### src/rtl/pte_ad_pkg.sv
// Package: shared types for the accessed/dirty updater.
// Assumes: nothing beyond the standard.
package pte_ad_pkg;
    typedef enum logic [1:0] {
        ST_IDLE = 2'd0,
        ST_EVAL = 2'd1,
        ST_WAIT = 2'd2,
        ST_FIN  = 2'd3
    } upd_state_t;
endpackage

### src/rtl/pte_ad_merge.sv
// Module: computes the flag-updated value of one entry and whether it changed.
// Assumes: the flag positions are valid bit indices of ENTRY_W.
module pte_ad_merge #(
    parameter int ENTRY_W = 64,
    parameter int ACC_BIT = 5,
    parameter int DRT_BIT = 6
) (
    input  logic [ENTRY_W-1:0] old_val,
    input  logic               want_dirty,
    output logic [ENTRY_W-1:0] new_val,
    output logic               changed
);
    localparam logic [ENTRY_W-1:0] ACC_MASK = ENTRY_W'(1) << ACC_BIT;
    localparam logic [ENTRY_W-1:0] DRT_MASK = ENTRY_W'(1) << DRT_BIT;

    // Merge the flags and detect a real change.
    always_comb begin
        new_val = old_val | ACC_MASK | (want_dirty ? DRT_MASK : '0);
        changed = (new_val != old_val);
    end
endmodule

### src/rtl/pte_ad_store.sv
// Module: per-level storage of latched entries and their addresses.
// Assumes: load and upd are never high in the same cycle.
module pte_ad_store #(
    parameter int LEVELS  = 4,
    parameter int ENTRY_W = 64,
    parameter int ADDR_W  = 52,
    localparam int LVL_W  = (LEVELS > 1) ? $clog2(LEVELS) : 1
) (
    input  logic                      clk,
    input  logic                      rst_n,
    input  logic                      load,
    input  logic [LEVELS*ENTRY_W-1:0] ent_in,
    input  logic [LEVELS*ADDR_W-1:0]  addr_in,
    input  logic                      upd,
    input  logic [ENTRY_W-1:0]        upd_val,
    input  logic [LVL_W-1:0]          sel,
    output logic [ENTRY_W-1:0]        sel_ent,
    output logic [ADDR_W-1:0]         sel_addr,
    output logic [LEVELS*ENTRY_W-1:0] ent_flat
);
    logic [ENTRY_W-1:0] ent_q  [LEVELS];
    logic [ADDR_W-1:0]  addr_q [LEVELS];

    for (genvar g = 0; g < LEVELS; g++) begin : g_lvl
        // Hold one level's entry: load at start, overwrite on a flag update.
        always_ff @(posedge clk) begin
            if (!rst_n) begin
                ent_q[g]  <= '0;
                addr_q[g] <= '0;
            end else if (load) begin
                ent_q[g]  <= ent_in[g*ENTRY_W +: ENTRY_W];
                addr_q[g] <= addr_in[g*ADDR_W +: ADDR_W];
            end else if (upd && (sel == LVL_W'(g))) begin
                ent_q[g]  <= upd_val;
            end
        end
        assign ent_flat[g*ENTRY_W +: ENTRY_W] = ent_q[g];
    end

    // Select the entry for the level being processed.
    always_comb begin
        sel_ent  = ent_q[sel];
        sel_addr = addr_q[sel];
    end
endmodule

### src/rtl/pte_ad_updater.sv
// Module: writes Accessed/Dirty flags back to table memory, from the leaf level up
//         to the top level, using one compare-and-swap at a time.
// Assumes: rsp_valid arrives no earlier than the cycle after req_valid is first
//          seen, and only while req_valid is high.
module pte_ad_updater
    import pte_ad_pkg::*;
#(
    parameter int LEVELS  = 4,
    parameter int ENTRY_W = 64,
    parameter int ADDR_W  = 52,
    parameter int ACC_BIT = 5,
    parameter int DRT_BIT = 6,
    localparam int LVL_W  = (LEVELS > 1) ? $clog2(LEVELS) : 1
) (
    input  logic                      clk,
    input  logic                      rst_n,
    input  logic                      start,
    input  logic                      walk_ok,
    input  logic [LVL_W-1:0]          leaf_lvl,
    input  logic                      is_write,
    input  logic [LEVELS*ENTRY_W-1:0] ent_in,
    input  logic [LEVELS*ADDR_W-1:0]  addr_in,
    output logic                      busy,
    output logic                      done,
    output logic [LEVELS*ENTRY_W-1:0] ent_out,
    output logic [LEVELS-1:0]         wrote,
    output logic                      req_valid,
    output logic [ADDR_W-1:0]         req_addr,
    output logic [ENTRY_W-1:0]        req_cmp,
    output logic [ENTRY_W-1:0]        req_swap,
    input  logic                      rsp_valid,
    input  logic [ENTRY_W-1:0]        rsp_data
);
    localparam logic [LVL_W-1:0] TOP_LVL = LVL_W'(LEVELS - 1);

    upd_state_t         state;
    logic [LVL_W-1:0]   cur_lvl;
    logic [LVL_W-1:0]   leaf_q;
    logic               wr_q;
    logic               accept;
    logic               upd_now;
    logic               want_dirty;
    logic [ENTRY_W-1:0] sel_ent;
    logic [ADDR_W-1:0]  sel_addr;
    logic [ENTRY_W-1:0] new_val;
    logic               changed;

    // Decode acceptance, store update and Dirty request.
    always_comb begin
        accept     = (state == ST_IDLE) && start;
        upd_now    = (state == ST_EVAL) && changed;
        want_dirty = wr_q && (cur_lvl == leaf_q) && (cur_lvl != TOP_LVL);
    end

    pte_ad_store #(
        .LEVELS (LEVELS),
        .ENTRY_W(ENTRY_W),
        .ADDR_W (ADDR_W)
    ) store_i (
        .clk     (clk),
        .rst_n   (rst_n),
        .load    (accept),
        .ent_in  (ent_in),
        .addr_in (addr_in),
        .upd     (upd_now),
        .upd_val (new_val),
        .sel     (cur_lvl),
        .sel_ent (sel_ent),
        .sel_addr(sel_addr),
        .ent_flat(ent_out)
    );

    pte_ad_merge #(
        .ENTRY_W(ENTRY_W),
        .ACC_BIT(ACC_BIT),
        .DRT_BIT(DRT_BIT)
    ) merge_i (
        .old_val   (sel_ent),
        .want_dirty(want_dirty),
        .new_val   (new_val),
        .changed   (changed)
    );

    // Sequence the levels and the compare-and-swap requests.
    always_ff @(posedge clk) begin
        if (!rst_n) begin
            state    <= ST_IDLE;
            cur_lvl  <= '0;
            leaf_q   <= '0;
            wr_q     <= 1'b0;
            wrote    <= '0;
            req_addr <= '0;
            req_cmp  <= '0;
            req_swap <= '0;
        end else begin
            unique case (state)
                ST_IDLE: begin
                    if (start) begin
                        leaf_q  <= leaf_lvl;
                        wr_q    <= is_write;
                        cur_lvl <= leaf_lvl;
                        wrote   <= '0;
                        state   <= walk_ok ? ST_EVAL : ST_FIN;
                    end
                end
                ST_EVAL: begin
                    if (changed) begin
                        req_addr <= sel_addr;
                        req_cmp  <= sel_ent;
                        req_swap <= new_val;
                        state    <= ST_WAIT;
                    end else if (cur_lvl == TOP_LVL) begin
                        state <= ST_FIN;
                    end else begin
                        cur_lvl <= cur_lvl + LVL_W'(1);
                    end
                end
                ST_WAIT: begin
                    if (rsp_valid) begin
                        if (rsp_data == req_cmp) begin
                            wrote[cur_lvl] <= 1'b1;
                        end
                        if (cur_lvl == TOP_LVL) begin
                            state <= ST_FIN;
                        end else begin
                            cur_lvl <= cur_lvl + LVL_W'(1);
                            state   <= ST_EVAL;
                        end
                    end
                end
                ST_FIN: state <= ST_IDLE;
                default: state <= ST_IDLE;
            endcase
        end
    end

    // Drive the status and request strobes from the state.
    always_comb begin
        busy      = (state != ST_IDLE);
        done      = (state == ST_FIN);
        req_valid = (state == ST_WAIT);
    end
endmodule

### config.mk
export PLATFORM = sky130hd
export DESIGN_NAME = pte_ad_updater
export DESIGN_NICKNAME = d
export VERILOG_FILES = /design/src/rtl/pte_ad_pkg.sv /design/src/rtl/pte_ad_merge.sv /design/src/rtl/pte_ad_store.sv /design/src/rtl/pte_ad_updater.sv
export SDC_FILE = /design/constraint.sdc
export NUM_CORES = 1
export LEC_CHECK = 0
export BUFFER_PORTS_ARGS = -buffer_cell sky130_fd_sc_hd__buf_4
export CORE_AREA = 3 3 385 387
export DETAILED_ROUTE_END_ITERATION = 10
export DIE_AREA = 0 0 388 390
export PLACE_DENSITY = 0.49
export SYNTH_ARGS = -nofsm -noshare
export SYNTH_HDL_FRONTEND = slang
export SYNTH_SLANG_ARGS = --single-unit
export TNS_END_PERCENT = 100
### constraint.sdc
create_clock -name clk -period 14.9 [get_ports clk]
set_clock_uncertainty 0.1 [all_clocks]
set_input_delay 2.98 -clock clk [delete_from_list [all_inputs] [get_ports clk]]
set_output_delay 2.98 -clock clk [all_outputs]
set_load 0.005 [all_outputs]
# Yosys cells after proc, flatten, opt, wreduce, memory -nomap -nowiden
# Memory sizes are Yosys's and may differ from the RTL's. A register that Yosys moved wholly into a read port is not among the register bits.
# Cells that the tools add are included.
dict set report word_totals {
  latch_bits 0
  out_inout_bits 443
  mem_count 2
  inputBits 536
  mem_bits_rw 464
  elab_cells 114
  rom_bits 0
  reg_bits 139
}
# name depth width read_ports rd_ports_with_merged_regs write_ports line_no
set mem_list {}
lappend mem_list {store_i.ent_q 4 64 5 1 4 pte_ad_store.sv:21} ;# logic [ENTRY_W-1:0] ent_q [LEVELS];
lappend mem_list {store_i.addr_q 4 52 1 1 4 pte_ad_store.sv:22} ;# logic [ADDR_W-1:0] addr_q [LEVELS];
dict set report classes {
  order_cmp 2
  mux 53
  shifts 0
  n_div 0
  n_reduce_logical 20
  n_eq_ne 15
  mul 0
  addsub 1
  bitwise_logic 14
}
# operator count
set op_table {}
lappend op_table {{two-way mux 64 bit} 8}
lappend op_table {{two-way mux 52 bit} 4}
lappend op_table {{equality test 64 bit} 1}
lappend op_table {{inequality test 64 bit} 1}
lappend op_table {{OR 64 bit} 1}
lappend op_table {{two-way mux 2 bit} 12}
lappend op_table {{two-way mux 1 bit} 21}
lappend op_table {{two-way mux 4 bit} 3}
lappend op_table {{OR 1 bit} 12}
lappend op_table {{logical AND 1 bit} 9}
lappend op_table {{equality test 2 bit, second input constant} 4}
lappend op_table {{one-hot mux 2 bit (4 select lines)} 1}
lappend op_table {{one-hot mux 4 bit (2 select lines)} 1}
lappend op_table {{AND reduction 4 bit} 2}
lappend op_table {{two-way mux 7 bit} 1}
lappend op_table {{inequality test 2 bit, second input constant} 3}
lappend op_table {{one-hot mux 2 bit (3 select lines)} 1}
lappend op_table {{equality test 2 x 1 -> 1 bit, second input constant} 2}
lappend op_table {{logical NOT 2 bit} 2}
lappend op_table {{inequality test 2 x 1 -> 1 bit, second input constant} 2}
lappend op_table {{OR 4 bit} 1}
lappend op_table {{AND reduction 2 bit} 2}
lappend op_table {{nonzero test 2 bit} 2}
lappend op_table {{< comparator 2 x 3 -> 1 bit, second input constant} 1}
lappend op_table {{8 further kinds} 8}

# Logic depth before layout (Yosys ltp)
dict set report depth {
  word_depth 13
  ltp_mapped 9
  mapped_depth_nobuf 7
}

# Cells and area by module
# A second synthesis with hierarchy kept.
dict set report hier_totals {
  cells_unflattened 2279
  hier_area_um2 29519.6
}
# mod instances cells_each area_per_inst_um2 seq_area_each_um2
set by_module_without_submodules {}
lappend by_module_without_submodules {pte_ad_store 1 1270 21513.1 13933.4}
lappend by_module_without_submodules {pte_ad_updater 1 942 7514.7 3823.7}
lappend by_module_without_submodules {pte_ad_merge 1 67 491.7 0.0}

# Least setup slack after synthesis
# Ideal clock, no wire load.
dict set report synth_path {
  kind {input -> register}
  start {input rst_n}
  end {memory store_i.ent_q[2][0] (enable)}
  arrival_time_ns 8.678
  t_required_ns 14.379
  path_buffers 0
  stages 4
  setup_time_ns 0.421
  path_slack_ns 5.701
  path_cell_list {inv_1 a21oi_1 inv_1 a21o_1}
}
# element line_no
set synth_lines {}
lappend synth_lines {{start: declaration} pte_ad_updater.sv:16} ;# input logic rst_n,
lappend synth_lines {{end: declaration} pte_ad_store.sv:21}

==> report_table.html <==
<table>
<tr><th>Metric</th><th>Value</th></tr>
<tr><th colspan="2">Critical path</th></tr>
<tr><td>Required @ worst endpoint</td><td>15090 ps</td></tr>
<tr><td>Type of origin of the critical path</td><td>input port</td></tr>
<tr><td>Capture point of the critical path</td><td>store_i.ent_q[1][55]</td></tr>
<tr><td>CP arrival</td><td>6020 ps</td></tr>
<tr><td>Worst reg-to-reg path cell count</td><td>8</td></tr>
<tr><td>Worst r2r dst</td><td>store_i.ent_q[3][51]</td></tr>
<tr><td>Critical path startpoint</td><td>rst_n</td></tr>
<tr><td>Setup CP Type</td><td>in -&gt; reg</td></tr>
<tr><td>Sort of element at the end of the critical path</td><td>flip-flop</td></tr>
<tr><td>Setup slack of the worst register-to-register path</td><td>10050 ps</td></tr>
<tr><td>Maximum fanout along the worst path</td><td>138</td></tr>
<tr><th colspan="2">Pwr</th></tr>
<tr><td>Combinational cell fraction of total power</td><td>36.1%</td></tr>
<tr><td>Share of power burned in the clock network</td><td>26.4%</td></tr>
<tr><td>Power density normalized to cell area</td><td>187 mW/mm^2</td></tr>
<tr><td>Switching power as a share of total power</td><td>37.8%</td></tr>
<tr><td>Net switching power of the design</td><td>2.71 mW</td></tr>
<tr><td>Max rail drop VDD</td><td>0.168 mV</td></tr>
<tr><td>Internal power</td><td>4.47 mW</td></tr>
<tr><td>Leakage power total</td><td>15.1 nW</td></tr>
<tr><td>Reg power frac</td><td>37.4%</td></tr>
<tr><th colspan="2">Job</th></tr>
<tr><td>Max-Cap Viols</td><td>0</td></tr>
<tr><th colspan="2">Die</th></tr>
<tr><td>Width of the chip</td><td>388 um</td></tr>
<tr><td>Die height</td><td>390 um</td></tr>
<tr><td>Core Region</td><td>0.145 sq mm</td></tr>
<tr><td>Initial Utilization</td><td>18.5%</td></tr>
<tr><td>Floorplan die area</td><td>0.151 sq mm</td></tr>
<tr><td>Standard-cell row count</td><td>140</td></tr>
<tr><td>I/O pin total</td><td>979</td></tr>
<tr><th colspan="2">Timing</th></tr>
<tr><td>Slew at the pin with the worst max-slew slack</td><td>1450 ps</td></tr>
<tr><td>RSZ-0062 raised after global routing</td><td>no</td></tr>
<tr><td>Share of the clock period used by the worst path</td><td>39.1%</td></tr>
<tr><td>Fmax</td><td>172 MHz</td></tr>
<tr><td>Slew Viols, Final</td><td>0</td></tr>
<tr><td>Setup total negative slack</td><td>0 ps</td></tr>
<tr><td>Final hold violations</td><td>0</td></tr>
<tr><td>Final critical-path required period</td><td>5830 ps</td></tr>
<tr><td>Worst slew margin relative to its limit</td><td>3.01%</td></tr>
<tr><td># setup viols final</td><td>0</td></tr>
<tr><th colspan="2">Finish</th></tr>
<tr><td>Number of nets in the layout</td><td>3328</td></tr>
<tr><td>Final standard cell utilization of the core</td><td>26.4%</td></tr>
<tr><td>Flip-flop and latch area</td><td>0.0166 sq mm</td></tr>
<tr><td>Area taken by multi-input logic gates</td><td>0.00919 sq mm</td></tr>
<tr><td>Number of fillers in the final layout</td><td>15213</td></tr>
<tr><td>Area Overhead vs Synth</td><td>42.6%</td></tr>
<tr><td>Fraction of final layout cells sized beyond drive strength 1</td><td>44.1%</td></tr>
<tr><th colspan="2">Synth</th></tr>
<tr><td>Async S/R FF share, synth</td><td>0%</td></tr>
<tr><td>Top cell type's share of synthesized area</td><td>51.8%</td></tr>
<tr><td>Net count after synthesis</td><td>2470</td></tr>
<tr><td>Mean area per synthesized cell</td><td>14.0 sq um</td></tr>
<tr><td>Number of enable flip-flop cells after synthesis</td><td>464</td></tr>
<tr><td>Cell types with the highest counts after synthesis</td><td>464 x edfxtp_1, 249 x a22o_1, 208 x and2_1</td></tr>
<tr><td>Post-synthesis cell type with the largest combined area</td><td>edfxtp_1</td></tr>
<tr><td>Distinct cell type count after synthesis</td><td>43</td></tr>
<tr><td>Warnings, synthesis</td><td>0</td></tr>
<tr><td>Synthesized netlist cell count</td><td>1929</td></tr>
<tr><td>Top cells by area in the synthesized netlist</td><td>edfxtp_1 52%, dfxtp_1 9.7%, mux4_2 9.7%</td></tr>
<tr><td>Netlist area before placement</td><td>0.0269 sq mm</td></tr>
<tr><td>Most used standard cell by instance count after synthesis</td><td>edfxtp_1</td></tr>
<tr><td>Sequential element share of the synthesized area</td><td>61.5%</td></tr>
<tr><td>Most frequently used flop master after synthesis</td><td>edfxtp_1</td></tr>
<tr><td>#FFs+latches synth</td><td>595</td></tr>
<tr><th colspan="2">Outcome</th></tr>
<tr><td>Run status</td><td>completed</td></tr>
<tr><th colspan="2">Global routing</th></tr>
<tr><td>Number of antenna violations at the first check in global routing</td><td>27</td></tr>
<tr><td>Met2 track utilization from global routing</td><td>30.1%</td></tr>
<tr><td>Largest net degree at the start of global routing</td><td>221</td></tr>
<tr><td>Vias in the first global route</td><td>21066</td></tr>
<tr><td>Layer with the highest usage</td><td>met2</td></tr>
<tr><td>Total global routing overflow</td><td>0</td></tr>
<tr><td>Met1 layer usage reported by global route</td><td>21.8%</td></tr>
<tr><td>Met3 Resource Use GR</td><td>5.80%</td></tr>
<tr><td>Total GRT Usage</td><td>17.8%</td></tr>
<tr><td>Global-route wire length before repair</td><td>186000 um</td></tr>
<tr><th colspan="2">Placement</th></tr>
<tr><td>Count of port buffers added during placement</td><td>978</td></tr>
<tr><td>Sum of net half-perimeters after detailed placement</td><td>103000 um</td></tr>
<tr><td>Global placer's final weighted congestion</td><td>0.880</td></tr>
<tr><th colspan="2">CTS</th></tr>
<tr><td>CTS root buffer</td><td>clkbuf_16</td></tr>
<tr><td>Clock latency reported for the late side of the worst-skew pair</td><td>660 ps</td></tr>
<tr><td>Buffers inserted during post-CTS setup optimization</td><td>0</td></tr>
<tr><td>Resized cells post-CTS</td><td>0</td></tr>
<tr><td>Clock slew seen by the registers of the worst setup and hold paths</td><td>60 ps</td></tr>
<tr><td>Maximum level of the CTS H-tree</td><td>3</td></tr>
<tr><td>Number of clock sinks</td><td>595</td></tr>
<tr><td>Number of buffers inserted by hold repair at cts</td><td>0</td></tr>
<tr><td>Max Root-Sink Buffers</td><td>3</td></tr>
<tr><td>CTS tree</td><td>built</td></tr>
<tr><td>CTS buffer count</td><td>74</td></tr>
<tr><th colspan="2">Drt</th></tr>
<tr><td>Count of TritonRoute iterations in the first routing pass</td><td>7</td></tr>
<tr><td>DRC violations left</td><td>0</td></tr>
<tr><td>Post-DR vias/cell</td><td>4.46</td></tr>
<tr><td>Post-Route WL</td><td>141000 um</td></tr>
<tr><td>Routed WL per cell</td><td>29.5 um</td></tr>
<tr><td>DRC marker count from the first detailed-route iteration</td><td>1675</td></tr>
<tr><td>Routed via count</td><td>21292</td></tr>
<tr><td>Remaining number of nets flagged by the antenna check after routing</td><td>0</td></tr>
<tr><th colspan="2">Min path</th></tr>
<tr><td>Worst min-delay path category</td><td>reg -&gt; reg</td></tr>
</table>
==> cell type report <==
| class | count | area share [%] |
|---|---|---|
| flip-flops and latches | 595 | 43.2 |
| multi-input cells | 1095 | 24.0 |
| repair buffers | 1011 | 19.8 |
| well taps | 1917 | 6.25 |
| clock buffers | 108 | 5.51 |
| clock inverters | 30 | 1.06 |
| inverters | 10 | 0.143 |
| diodes | 9 | 0.0587 |
==> cell families (layout without fill, tap and decap cells) <==
logic type               count (synthesis)  in the layout  share of synthesized area, %
multiplexers                           117            117                          9.74
AO/OA/AOI/OAI                          521            521                          13.5
XOR/XNOR                                65             65                          2.12
flip-flops                             595            595                          61.5
other                                    0              9                             0
buffers and inverters                  239           1159                          4.67
AND/OR/NAND/NOR                        387            387                          8.26
adder cells (fa/ha/maj)                  5              5                         0.232
==> stage by stage <==
stage | power (mW) | setup WS [ps] | std cells | area (sq um) | hold WS [ps]
finish | 7.18 | 9070 | 4775 | 38400 | 366
global route | 7.53 | 8880 | 4766 | 38400 | 392
CTS | 7.34 | 8920 | 4766 | 38400 | 367
detailed placement | 5.39 | 8190 | 4628 | 35800 | 353
global placement | 5.38 | 8220 | 4628 | 35800 | 351
floorplan | 3.87 | 5700 | 1929 | 26900 | 349
==> flip-flops by register name, summed over array words and instances (netlist names), named ones only <==
name,flops
wrote,4
store_i.ent_q,256
leaf_q,2
store_i.addr_q,208
req_cmp,64
state,2
wr_q,1
cur_lvl,2
req_addr,52
req_swap,2
==> cell usage in the layout, fill, tap and decap left out, types with 8 or more instances in the layout <==
| master | netlist | layout |
|---|---|---|
| xnor2_1 | 63 | 63 |
| a22o_1 | 249 | 249 |
| nand2_1 | 20 | 20 |
| o21ai_0 | 125 | 124 |
| clkbuf_16 | 0 | 77 |
| and2_1 | 208 | 208 |
| nand4_1 | 16 | 16 |
| a21oi_1 | 118 | 118 |
| edfxtp_1 | 464 | 464 |
| nor2_1 | 9 | 8 |
| buf_4 | 62 | 1009 |
| mux4_2 | 116 | 116 |
| bufinv_16 | 0 | 8 |
| nand3_1 | 118 | 118 |
| diode_2 | 0 | 9 |
| dfxtp_1 | 131 | 127 |
| clkbuf_1 | 128 | 24 |
==> worst min-delay path by stage <==
stage | start | end | slack, ps | cells after the start
after CTS | wrote[0] | wrote[0] | 370 | 2
after detailed placement | wrote[0] | wrote[0] | 350 | 2
after global routing | req_swap[5] | req_swap[5] | 390 | 1
final | wrote[0] | wrote[0] | 370 | 2
after global placement | req_swap[5] | req_swap[5] | 350 | 1
after floorplan | wrote[0] | wrote[0] | 350 | 2
==> critical path: stages <==
cell and delay [ps]:
buf_4 170, inv_6 490, a21oi_1 90, buf_4 220
inv_8 660, a21o_4 610, buf_4 610
==> metal layers <==
metal | vias to the layer above | wire [um]
met5 | - | 80
met4 | 14 | 3430
met3 | 144 | 12300
met2 | 1036 | 68800
met1 | 10930 | 56300
li1 | 9168 | -
==> power by group through the flow <==
stage	Clock, mW	Combinational (mW)	Sequential (mW)
2_1_floorplan	0	1.34	2.53
3_3_place_gp	0	2.66	2.72
3_5_place_dp	0	2.66	2.73
4_1_cts	1.97	2.67	2.70
5_1_grt	2.03	2.78	2.73
6_report	1.90	2.60	2.69
No activity file was read; power rests on OpenSTA's default activity.
